==> config.mk <==
export PLATFORM = sky130hd
export DESIGN_NAME = irq_level_ctrl
export DESIGN_NICKNAME = d
export VERILOG_FILES = /design/src/rtl/irq_lvl_pkg.sv /design/src/rtl/irq_lvl_decode.sv /design/src/rtl/irq_lvl_bank.sv /design/src/rtl/irq_lvl_rdmux.sv /design/src/rtl/irq_level_ctrl.sv
export SDC_FILE = /design/constraint.sdc
export NUM_CORES = 1
export LEC_CHECK = 0
export CELL_PAD_IN_SITES_DETAIL_PLACEMENT = 0
export CELL_PAD_IN_SITES_GLOBAL_PLACEMENT = 2
export CORE_ASPECT_RATIO = 0.6
export CORE_UTILIZATION = 27
export DETAILED_ROUTE_END_ITERATION = 10
export GPL_ROUTABILITY_DRIVEN = 0
export PLACE_DENSITY_LB_ADDON = 0.1
export SLEW_MARGIN = 30
export SYNTH_ARGS = -nofsm -noshare
export SYNTH_HDL_FRONTEND = slang
export SYNTH_HIERARCHICAL = 1
export SYNTH_SLANG_ARGS = --single-unit
export TNS_END_PERCENT = 5
==> constraint.sdc <==
create_clock -name clk_i -period 1.9 [get_ports clk_i]
set_input_delay 0.38 -clock clk_i [delete_from_list [all_inputs] [get_ports clk_i]]
set_output_delay 0.38 -clock clk_i [all_outputs]
set_load 0.01 [all_outputs]
==> src/rtl/irq_lvl_pkg.sv <==
package irq_lvl_pkg;
  localparam int ADDR_W     = 12;
  localparam int DATA_W     = 8;
  localparam int SET_BIT    = 7;
  localparam int STAT_BASE  = 'h100;
  localparam int EN_BASE    = 'h104;
  localparam int LVL_STRIDE = 'h010;

  function automatic logic [ADDR_W-1:0] stat_addr(int lvl);
    return ADDR_W'(STAT_BASE + LVL_STRIDE * lvl);
  endfunction

  function automatic logic [ADDR_W-1:0] en_addr(int lvl);
    return ADDR_W'(EN_BASE + LVL_STRIDE * lvl);
  endfunction
endpackage

==> src/rtl/irq_lvl_decode.sv <==
module irq_lvl_decode
  import irq_lvl_pkg::*;
#(
  parameter int NUM_LVL  = 4,
  parameter int BASE_LVL = 3
) (
  input  logic [ADDR_W-1:0]  addr_i,
  output logic [NUM_LVL-1:0] stat_hit_o,
  output logic [NUM_LVL-1:0] en_hit_o
);
  for (genvar g = 0; g < NUM_LVL; g++) begin : g_lvl
    assign stat_hit_o[g] = (addr_i == stat_addr(BASE_LVL + g));
    assign en_hit_o[g]   = (addr_i == en_addr(BASE_LVL + g));
  end
endmodule

==> src/rtl/irq_lvl_bank.sv <==
module irq_lvl_bank #(
  parameter int DEV_N = 4
) (
  input  logic             clk_i,
  input  logic             rst_ni,
  input  logic             wr_i,
  input  logic             set_i,
  input  logic [DEV_N-1:0] mask_i,
  input  logic [DEV_N-1:0] req_i,
  output logic [DEV_N-1:0] en_o,
  output logic             irq_o
);
  logic [DEV_N-1:0] en_q;
  logic             irq_q;

  // set/clear: only flagged bits move
  always_ff @(posedge clk_i or negedge rst_ni) begin
    if (!rst_ni) begin
      en_q <= '0;
    end else if (wr_i) begin
      if (set_i) en_q <= en_q | mask_i;
      else       en_q <= en_q & ~mask_i;
    end
  end

  always_ff @(posedge clk_i or negedge rst_ni) begin
    if (!rst_ni) irq_q <= 1'b0;
    else         irq_q <= |(req_i & en_q);
  end

  assign en_o  = en_q;
  assign irq_o = irq_q;
endmodule

==> src/rtl/irq_lvl_rdmux.sv <==
module irq_lvl_rdmux
  import irq_lvl_pkg::*;
#(
  parameter int NUM_LVL = 4,
  parameter int DEV_N   = 4
) (
  input  logic                     clk_i,
  input  logic                     rst_ni,
  input  logic                     rd_i,
  input  logic [NUM_LVL-1:0]       stat_hit_i,
  input  logic [NUM_LVL-1:0]       en_hit_i,
  input  logic [NUM_LVL*DEV_N-1:0] stat_i,
  input  logic [NUM_LVL*DEV_N-1:0] en_i,
  output logic [DATA_W-1:0]        rdata_o
);
  logic [DATA_W-1:0] rd_next;
  logic [DATA_W-1:0] rdata_q;

  always_comb begin
    rd_next = '0;
    for (int k = 0; k < NUM_LVL; k++) begin
      if (stat_hit_i[k]) rd_next = rd_next | DATA_W'(stat_i[k*DEV_N +: DEV_N]);
      if (en_hit_i[k])   rd_next = rd_next | DATA_W'(en_i[k*DEV_N +: DEV_N]);
    end
  end

  always_ff @(posedge clk_i or negedge rst_ni) begin
    if (!rst_ni)   rdata_q <= '0;
    else if (rd_i) rdata_q <= rd_next;
  end

  assign rdata_o = rdata_q;
endmodule

==> src/rtl/irq_level_ctrl.sv <==
module irq_level_ctrl
  import irq_lvl_pkg::*;
#(
  parameter int NUM_LVL  = 4,
  parameter int BASE_LVL = 3,
  parameter int DEV_N    = 4
) (
  input  logic                     clk_i,
  input  logic                     rst_ni,
  input  logic                     bus_req_i,
  input  logic                     bus_we_i,
  input  logic [ADDR_W-1:0]        bus_addr_i,
  input  logic [DATA_W-1:0]        bus_wdata_i,
  output logic [DATA_W-1:0]        bus_rdata_o,
  input  logic [NUM_LVL*DEV_N-1:0] dev_req_i,
  output logic [NUM_LVL-1:0]       lvl_irq_o
);
  logic [NUM_LVL-1:0]       stat_hit;
  logic [NUM_LVL-1:0]       en_hit;
  logic [NUM_LVL*DEV_N-1:0] en_all;
  logic                     rd_stb;
  logic                     wr_stb;
  logic                     unused_wbits;

  assign rd_stb       = bus_req_i & ~bus_we_i;
  assign wr_stb       = bus_req_i & bus_we_i;
  assign unused_wbits = ^bus_wdata_i[SET_BIT-1:DEV_N];

  irq_lvl_decode #(.NUM_LVL(NUM_LVL), .BASE_LVL(BASE_LVL)) i_decode (
    .addr_i     (bus_addr_i),
    .stat_hit_o (stat_hit),
    .en_hit_o   (en_hit)
  );

  for (genvar g = 0; g < NUM_LVL; g++) begin : g_bank
    irq_lvl_bank #(.DEV_N(DEV_N)) i_bank (
      .clk_i  (clk_i),
      .rst_ni (rst_ni),
      .wr_i   (wr_stb & en_hit[g]),
      .set_i  (bus_wdata_i[SET_BIT]),
      .mask_i (bus_wdata_i[DEV_N-1:0]),
      .req_i  (dev_req_i[g*DEV_N +: DEV_N]),
      .en_o   (en_all[g*DEV_N +: DEV_N]),
      .irq_o  (lvl_irq_o[g])
    );
  end

  irq_lvl_rdmux #(.NUM_LVL(NUM_LVL), .DEV_N(DEV_N)) i_rdmux (
    .clk_i      (clk_i),
    .rst_ni     (rst_ni),
    .rd_i       (rd_stb),
    .stat_hit_i (stat_hit),
    .en_hit_i   (en_hit),
    .stat_i     (dev_req_i),
    .en_i       (en_all),
    .rdata_o    (bus_rdata_o)
  );
endmodule

Word level (Yosys, flattened, before mapping)
Cells that the tools add are included.
{ "totals": {"regBits": 28, "out_inout_bits": 12} }
{ "classes": {"n_eq_ne": 8, "muxes": 12, "bitwise": 27, "reduce_logical": 4} }
{ "ops": {"columns": ["operator", "count"], "rows": [
  ["12-bit by 9-bit == test with 1-bit output, second input constant", 8],
  ["8-bit two-way mux", 7],
  ["8-bit by 4-bit OR with 8-bit output", 7],
  ["4-bit bitwise AND", 8],
  ["4-bit two-way mux", 5],
  ["4-bit OR", 4],
  ["4-bit OR reduction", 4],
  ["1-bit bitwise AND", 6],
  ["4-bit NOT", 1],
  ["1-bit NOT", 1]
]} }

Logic depth before layout (Yosys ltp)
Gate-level depths: netlist of run 1.
{ "depth": {"ltp_word": 16, "mapped_depth": 6, "ltp_nobuf": 5} }

Modules after synthesis
The synthesis of run 1 kept the hierarchy.
{ "modules_own_cells": {"columns": ["module", "n_inst", "cells_per_inst", "area_each_um2", "seq_area_each_um2"], "rows": [
  ["irq_lvl_bank", 4, 16, 203.9, 125.1],
  ["irq_lvl_rdmux", 1, 34, 337.8, 100.1],
  ["irq_lvl_decode", 1, 17, 112.6, 0.0],
  ["irq_level_ctrl", 1, 5, 31.3, 0.0]
]} }

Least setup slack after synthesis of run 1
Ideal clock, no wire load.
{ "synth_path": {"kind": "input port to flip-flop", "startpoint": "input bus_addr_i[9]", "endpoint": "register with a tool-made name", "setup_ns": 0.127, "arrival_time_ns": 2.255, "t_required_ns": 1.773, "path_slack_ns": -0.483, "path_stages": 6, "path_buffers": 1, "cell_sequence": "or4b_1 -> buf_2 -> nor4_1 -> and3_1 -> nand2_1 -> mux2_1"} }
{ "synth_lines": {"columns": ["item", "line_no", "source"], "rows": [
  ["start, declared", "irq_level_ctrl.sv:12", "input logic [ADDR_W-1:0] bus_addr_i,"]
]} }

Worst setup path after layout of run 1
{ "layout_path": {"startpoint": "input bus_addr_i[10]", "endpoint": "register i_rdmux.rdata_q[1], in the netlist i_rdmux/rdata_o[1]"} }
{ "layout_via": {"elab_chain_cells": 16, "word_cells_on_any_way": 23} }
{ "layout_lines": {"columns": ["item", "line_no", "source"], "rows": [
  ["12-bit by 9-bit == test with 1-bit output *", "irq_lvl_decode.sv:12", "assign stat_hit_o[g] = (addr_i == stat_addr(BASE_LVL + g));"],
  ["via stat_hit[0]", "irq_level_ctrl.sv:18", "logic [NUM_LVL-1:0] stat_hit;"],
  ["4-bit two-way mux *", "irq_lvl_rdmux.sv:22", "if (stat_hit_i[k]) rd_next = rd_next | DATA_W'(stat_i[k*DEV_N +: DEV_N]);"],
  ["8-bit by 4-bit OR with 8-bit output", "irq_lvl_rdmux.sv:23", "if (en_hit_i[k]) rd_next = rd_next | DATA_W'(en_i[k*DEV_N +: DEV_N]);"],
  ["8-bit two-way mux *", "irq_lvl_rdmux.sv:23", null],
  ["8-bit by 4-bit OR with 8-bit output", "irq_lvl_rdmux.sv:22", null],
  ["8-bit two-way mux *", "irq_lvl_rdmux.sv:22", null],
  ["8-bit by 4-bit OR with 8-bit output", "irq_lvl_rdmux.sv:23", null],
  ["8-bit two-way mux *", "irq_lvl_rdmux.sv:23", null],
  ["8-bit by 4-bit OR with 8-bit output", "irq_lvl_rdmux.sv:22", null],
  ["8-bit two-way mux *", "irq_lvl_rdmux.sv:22", null],
  ["8-bit by 4-bit OR with 8-bit output", "irq_lvl_rdmux.sv:23", null],
  ["8-bit two-way mux *", "irq_lvl_rdmux.sv:23", null],
  ["8-bit by 4-bit OR with 8-bit output", "irq_lvl_rdmux.sv:22", null],
  ["8-bit two-way mux *", "irq_lvl_rdmux.sv:22", null],
  ["8-bit by 4-bit OR with 8-bit output", "irq_lvl_rdmux.sv:23", null],
  ["8-bit two-way mux *", "irq_lvl_rdmux.sv:23", null],
  ["end signal, assigned", "irq_lvl_rdmux.sv:29", "else if (rd_i) rdata_q <= rd_next;"],
  ["end, declared", "irq_lvl_rdmux.sv:17", "logic [DATA_W-1:0] rdata_q;"]
]} }
The timed path passes the listed nets; every way through them passes the cells marked *.
A chain may end at the register's enable or synchronous reset.

==> results of run 1 <==
## what timing repair did
action	4_1_cts	5_1_grt
gates resized for setup	37	8
buffers inserted	4	0
pin swaps	13	10
endpoints found under the setup margin	20	20
## where the power goes
part | switching, mW | leakage [nW] | internal, mW | total [mW]
combinational | 0.0832 | 0.597 | 0.0985 | 0.182
clock | 0.172 | 0.0357 | 0.282 | 0.454
sequential | 0.00630 | 0.328 | 0.521 | 0.527
total | 0.262 | 0.961 | 0.901 | 1.16
## metrics by stage
stage               setup slack (ns)  instances  area [sq um]  hold slack (ns)
floorplan                     -0.204        123          1410           0.0844
global placement              -0.559        240          2000            0.530
detailed placement            -0.595        240          2000            0.544
CTS                         0.000223        248          2160            0.481
global route                -0.00989        248          2160            0.514
finish                        0.0209        248          2160            0.475
## cells in the final DEF (no fill, tap or decap), drive strengths merged, types with 6 or more instances in the layout
cell / n
clkdlybuf4s50: 33
dfrtp: 24
buf: 24
nand2: 20
mux2: 16
a22oi: 8
a22o: 8
nor4: 8
a221oi: 8
clkbuf: 6
## logic make-up (layout without fill, tap and decap cells)
group	after synthesis	after routing	share of synthesized area
other	1	4	0.00289
buffers and inverters	8	70	0.0366
and+or+nand+nor	43	43	0.170
DFF	24	24	0.463
muxes	16	16	0.139
AOI/OAI and AO/OA	28	28	0.189
## routing by layer
metal	global-route usage	vias to the layer above	routed length, microns
li1	-	591	-
met5	0	-	0
met2	0.272	50	1910
met4	0.0522	0	66
met1	0.260	623	2250
met3	0.0478	6	235
## synth_stat cells, types with 3 or more instances
cell type	count	area share
a31oi_1	4	0.019
nand2_1	20	0.058
nor2_1	4	0.012
nand3b_1	3	0.017
mux2_1	16	0.14
buf_4	4	0.023
a221oi_2	3	0.035
a22o_1	7	0.047
dfrtp_1	24	0.46
a22oi_1	8	0.046
nor4_1	8	0.039
a221oi_1	5	0.034
and3_1	4	0.019
## worst register-to-register path, stage by stage, from the launching register on
cell      delay, ns
dfrtp_1        0.43
a22o_2         0.30
a221oi_2       0.20
a31oi_1        0.11
## how the worst min path moves through the flow
stage                                         startpoint  slack (ns)  depth (start not counted)                               end
after global placement    i_rdmux/rdata_o[1]$_DFFE_PN0P_        0.53                          2    i_rdmux/rdata_o[1]$_DFFE_PN0P_
final                                             rst_ni        0.48                          2  g_bank[1].i_bank/irq_o$_DFF_PN0_
after global routing                              rst_ni        0.51                          2  g_bank[3].i_bank/irq_o$_DFF_PN0_
after CTS                                         rst_ni        0.48                          2    i_rdmux/rdata_o[1]$_DFFE_PN0P_
after floorplan                                   rst_ni        0.08                          0        asynchronous set/reset pin
after detailed placement                        register        0.54                          1                          register
## layout make-up
class,instances,area [sq um]
fillers,438,2430
multi-input cells,91,810
flip-flops and latches,24,601
repair buffers,65,593
well taps,63,78.8
clock buffers,3,41.3
clock inverters,1,30.0
inverters,1,3.75
==> flow_summary.toml, run 1 <==
[worst_setup_path]
cp_num_buf_inv = 4
end_kind = "register"
crit_chain = "buf_2 > or4b_4 > buf_12 > buf_12 > nor4_1 > buf_4 > a221oi_1 > a31oi_1"
timing.rr.end = "i_rdmux/rdata_o[0]$_DFFE_PN0P_"
crit_slowest_cell = "or4b_4"
reg2regPathDepth = 3
max_stage_delay_ns = 0.54
cp_top_family = "simple AND/OR/NAND/NOR gates"
cp_num_cells = 8
crit_arrival_ns = 2.07
rrSetupSlack_ns = 0.75
critical_path_peak_fanout = 6
critPathMostFrequentCell = "buf_12"
crit_start = "bus_addr_i[10]"
cp.required_ns = 2.09
crit_path_end = "i_rdmux/rdata_o[1]$_DFFE_PN0P_"
critical_path_class = "in2reg"
start_kind = "primary input"

[logic_synthesis]
ys_seq_elements = 24
synth-edff-count = 0
syn_avg_cell_area_sq_um = 10.8
ys.flop_type = "dfrtp_1"
ys_types = 23
async_flop_share = 1.00
seq_area_frac_synth = 0.463
netlist_instances = 120
synth_area_sq_um = 1300
yosysWarnings = 6

[sta]
max_freq_ghz = 0.532
tns_ns = 0
min_period_ns = 1.88
rsz0062_at_grt = "true"
setup_viol = 0
fin_crit_sh = 0.989
final_hold_viol_count = 0
slew_viol_final = 0
fin_skew_ns = 0.00798

[grt]
grt_max_degree = 25
first_global_vias = 1331
grt_pass1_wl_mm = 6.96
grt-ovfl-total = 0
grt_usage = 0.182
grt_antenna_before_repair = 0

[cts]
clk_pin_slew_worst_paths_ns = 0.09
clock_latency_ns = 0.27
cts_max_level = 1
clk_path_buf_depth = 2
clkSinkCount = 24
cts_root_buf = "clkbuf_8"
numCtsBuffers = 3
hold_buffers = 0
cts_tree = "yes"

[detailed_routing]
vias = 1270
avgRoutedWirePerCell_microns = 18.0
ant_nets = 0
via_per_inst = 5.12
drc = 0
drt-initial-drc-count = 75
wirelength_mm = 4.47
first_pass_iters = 4

[power]
p_per_area_nw_per_um2 = 539
peakVddDrop_uv = 306
p_leak_nw = 0.961
p_total_mw = 1.16

[final_layout]
diodes = 0
area_growth_pct = 66.2
drive_gt1_frac = 0.324
final_core_utilization = 0.470
nets = 226

[floorplanning]
dieArea_sq_um = 5100
core_area_sq_um = 4590
ios = 52
floorplan.rows = 19
start_util = 0.283
die_x_microns = 91.5
dieHeight_microns = 55.7

[placed_design]
hpwl_mm = 3.36
io_buffers = 44

[outcome]
status = "completed"

[flow_run]
maxCapViolCount = 0

[worst_hold_path]
hold_path.class = "in2async"
Power figures use the tool's default switching activity.
==> run 2, diff against run 1 <==
--- a/config.mk
+++ b/config.mk
@@ -6,9 +6,9 @@
 export NUM_CORES = 1
 export LEC_CHECK = 0
 export CELL_PAD_IN_SITES_DETAIL_PLACEMENT = 0
-export CELL_PAD_IN_SITES_GLOBAL_PLACEMENT = 2
+export CELL_PAD_IN_SITES_GLOBAL_PLACEMENT = 1
 export CORE_ASPECT_RATIO = 0.6
-export CORE_UTILIZATION = 27
+export CORE_UTILIZATION = 34
 export DETAILED_ROUTE_END_ITERATION = 10
 export GPL_ROUTABILITY_DRIVEN = 0
 export PLACE_DENSITY_LB_ADDON = 0.1
==> run 2 against run 1 <==
- the flow now finishes with violations (setup timing)
- sequential cell count unchanged
- combinational power decreased by 2%
- critical path depth is 1 lower
- design area fell by 1.5%
- die area shrank 20%
- power is 0.38% lower
- hold slack got worse by 0.0014 ns
- cell count down 8.5%
- via count is 1.7% lower
- global-route usage increased by 4.0 points
- fmax decreased by 3.0%
- setup slack got worse by 0.059 ns
==> flow_summary.toml, run 2 (same netlist as run 1, synthesis figures left out) <==
[grt]
grt-ovfl-total = 0
grt_pass1_wl_mm = 6.56
first_global_vias = 1243
grt_antenna_before_repair = 0
grt_usage = 0.222
grt_max_degree = 25

[worst_setup_path]
start_kind = "primary input"
cp_num_buf_inv = 2
critical_path_class = "in2reg"
end_kind = "register"
crit_slowest_cell = "or4b_4"
crit_arrival_ns = 2.10
cp_top_family = "simple AND/OR/NAND/NOR gates"
crit_chain = "buf_6 > or4b_4 > buf_6 > nor4_4 > and3_4 > nand2_2 > mux2_4"
critical_path_peak_fanout = 4
max_stage_delay_ns = 0.52
critPathMostFrequentCell = "buf_6"
cp.required_ns = 2.06

[flow_run]
maxCapViolCount = 0

[sta]
final_hold_viol_count = 0
slew_viol_final = 0
fin_crit_sh = 1.02
setup_slack_ns = -0.0378
rsz0062_at_grt = "true"
tns_ns = -0.170
timing.hold.ws_ns = 0.474
fin_skew_ns = 0.00915
min_period_ns = 1.94
setup_viol = 10
max_freq_ghz = 0.516

[detailed_routing]
ant_nets = 0
vias = 1248
avgRoutedWirePerCell_microns = 18.2
wl_met2_mm = 1.85
met1_length_mm = 2.02
first_pass_iters = 5
wirelength_mm = 4.13
top_layer = "met4"
drc = 0
drt-initial-drc-count = 74
wl_met3_microns = 207
via_per_inst = 5.50

[outcome]
violations = "setup timing"
status = "finished, violations left"

[worst_hold_path]
hold_path.class = "in2async"

[final_layout]
drive_gt1_frac = 0.319
nets = 223
fin_cells = 227
layout_common_cells = "33 x clkdlybuf4s50_1, 24 x dfrtp_1, 15 x nand2_1, 15 x buf_4, 10 x mux2_1"
area_growth_pct = 63.8
diodes = 0
final_common_cell = "clkdlybuf4s50_1"
final_core_utilization = 0.617

[floorplanning]
die_x_microns = 81.8
ios = 52
start_util = 0.377
core_area_sq_um = 3440
floorplan.rows = 16
dieHeight_microns = 49.9
dieArea_sq_um = 4080

[cts]
cts_root_buf = "clkbuf_8"
clkSinkCount = 24
numCtsBuffers = 3
clock_latency_ns = 0.27
clk_path_buf_depth = 2
clk_pin_slew_worst_paths_ns = 0.09
cts_max_level = 1
cts_tree = "yes"

[power]
peakVddDrop_uv = 411
p_leak_nw = 0.954
p_total_mw = 1.16
p_per_area_nw_per_um2 = 545

[placed_design]
hpwl_mm = 3.18
io_buffers = 44
dpl.cell_count = 220
[run 2: final cells by class]
cell class              instances  area (sq um)
clock inverters                 1          30.0
flip-flops and latches         24           601
fillers                       276          1320
inverters                       1          3.75
clock buffers                   3          41.3
multi-input cells              91           822
well taps                      45          56.3
repair buffers                 62           572
[run 2: repair_timing]
action                     4_1_cts  5_1_grt
hold endpoints to repair         0        0
pin swaps                        8       10
resized for setup               38        6
setup buffers                    3        0
hold buffers                     0        0
setup endpoints to repair       20       20
[run 2: worst register-to-register path: stages (launching register included)]
cell and delay [ns]:
dfrtp_1 0.42, a22o_1 0.23, a221oi_1 0.27, a31oi_1 0.13
[run 2: power breakdown]
group / total (mW) / internal, mW / switching (mW)
registers: 0.527 / 0.521 / 0.00642
clock network: 0.453 / 0.282 / 0.171
logic: 0.178 / 0.0977 / 0.0806
total: 1.16 / 0.900 / 0.258
[run 2: path summary, 6_finish.rpt]
path                                     start                          endpoint  slack [ns]  depth (start not counted)
max in group asynchronous               rst_ni    i_rdmux/rdata_o[2]$_DFFE_PN0P_        1.17                          2
worst max register to register        register    i_rdmux/rdata_o[3]$_DFFE_PN0P_        0.71                          3
worst min register to register        register  g_bank[2].i_bank/irq_o$_DFF_PN0_        0.55                          2
worst max-delay path            bus_addr_i[10]                          register       -0.04                          7
worst min-delay path                    rst_ni        asynchronous set/reset pin        0.47                          2
min in group clk_i                    register  g_bank[2].i_bank/irq_o$_DFF_PN0_        0.55                          2
[run 2: metal layers]
metal  track usage  vias up
met5             0        -
met4        0.0322        0
met1         0.319      627
met3        0.0519        8
li1              -      581
met2         0.343       32
[run 2: metrics by stage]
step,setup WS (ns),instance area (sq um)
floorplan,-0.204,1410
finish,-0.0378,2130
CTS,-0.0407,2090
global route,-0.0860,2130
detailed placement,-0.620,1960
global placement,-0.578,1960
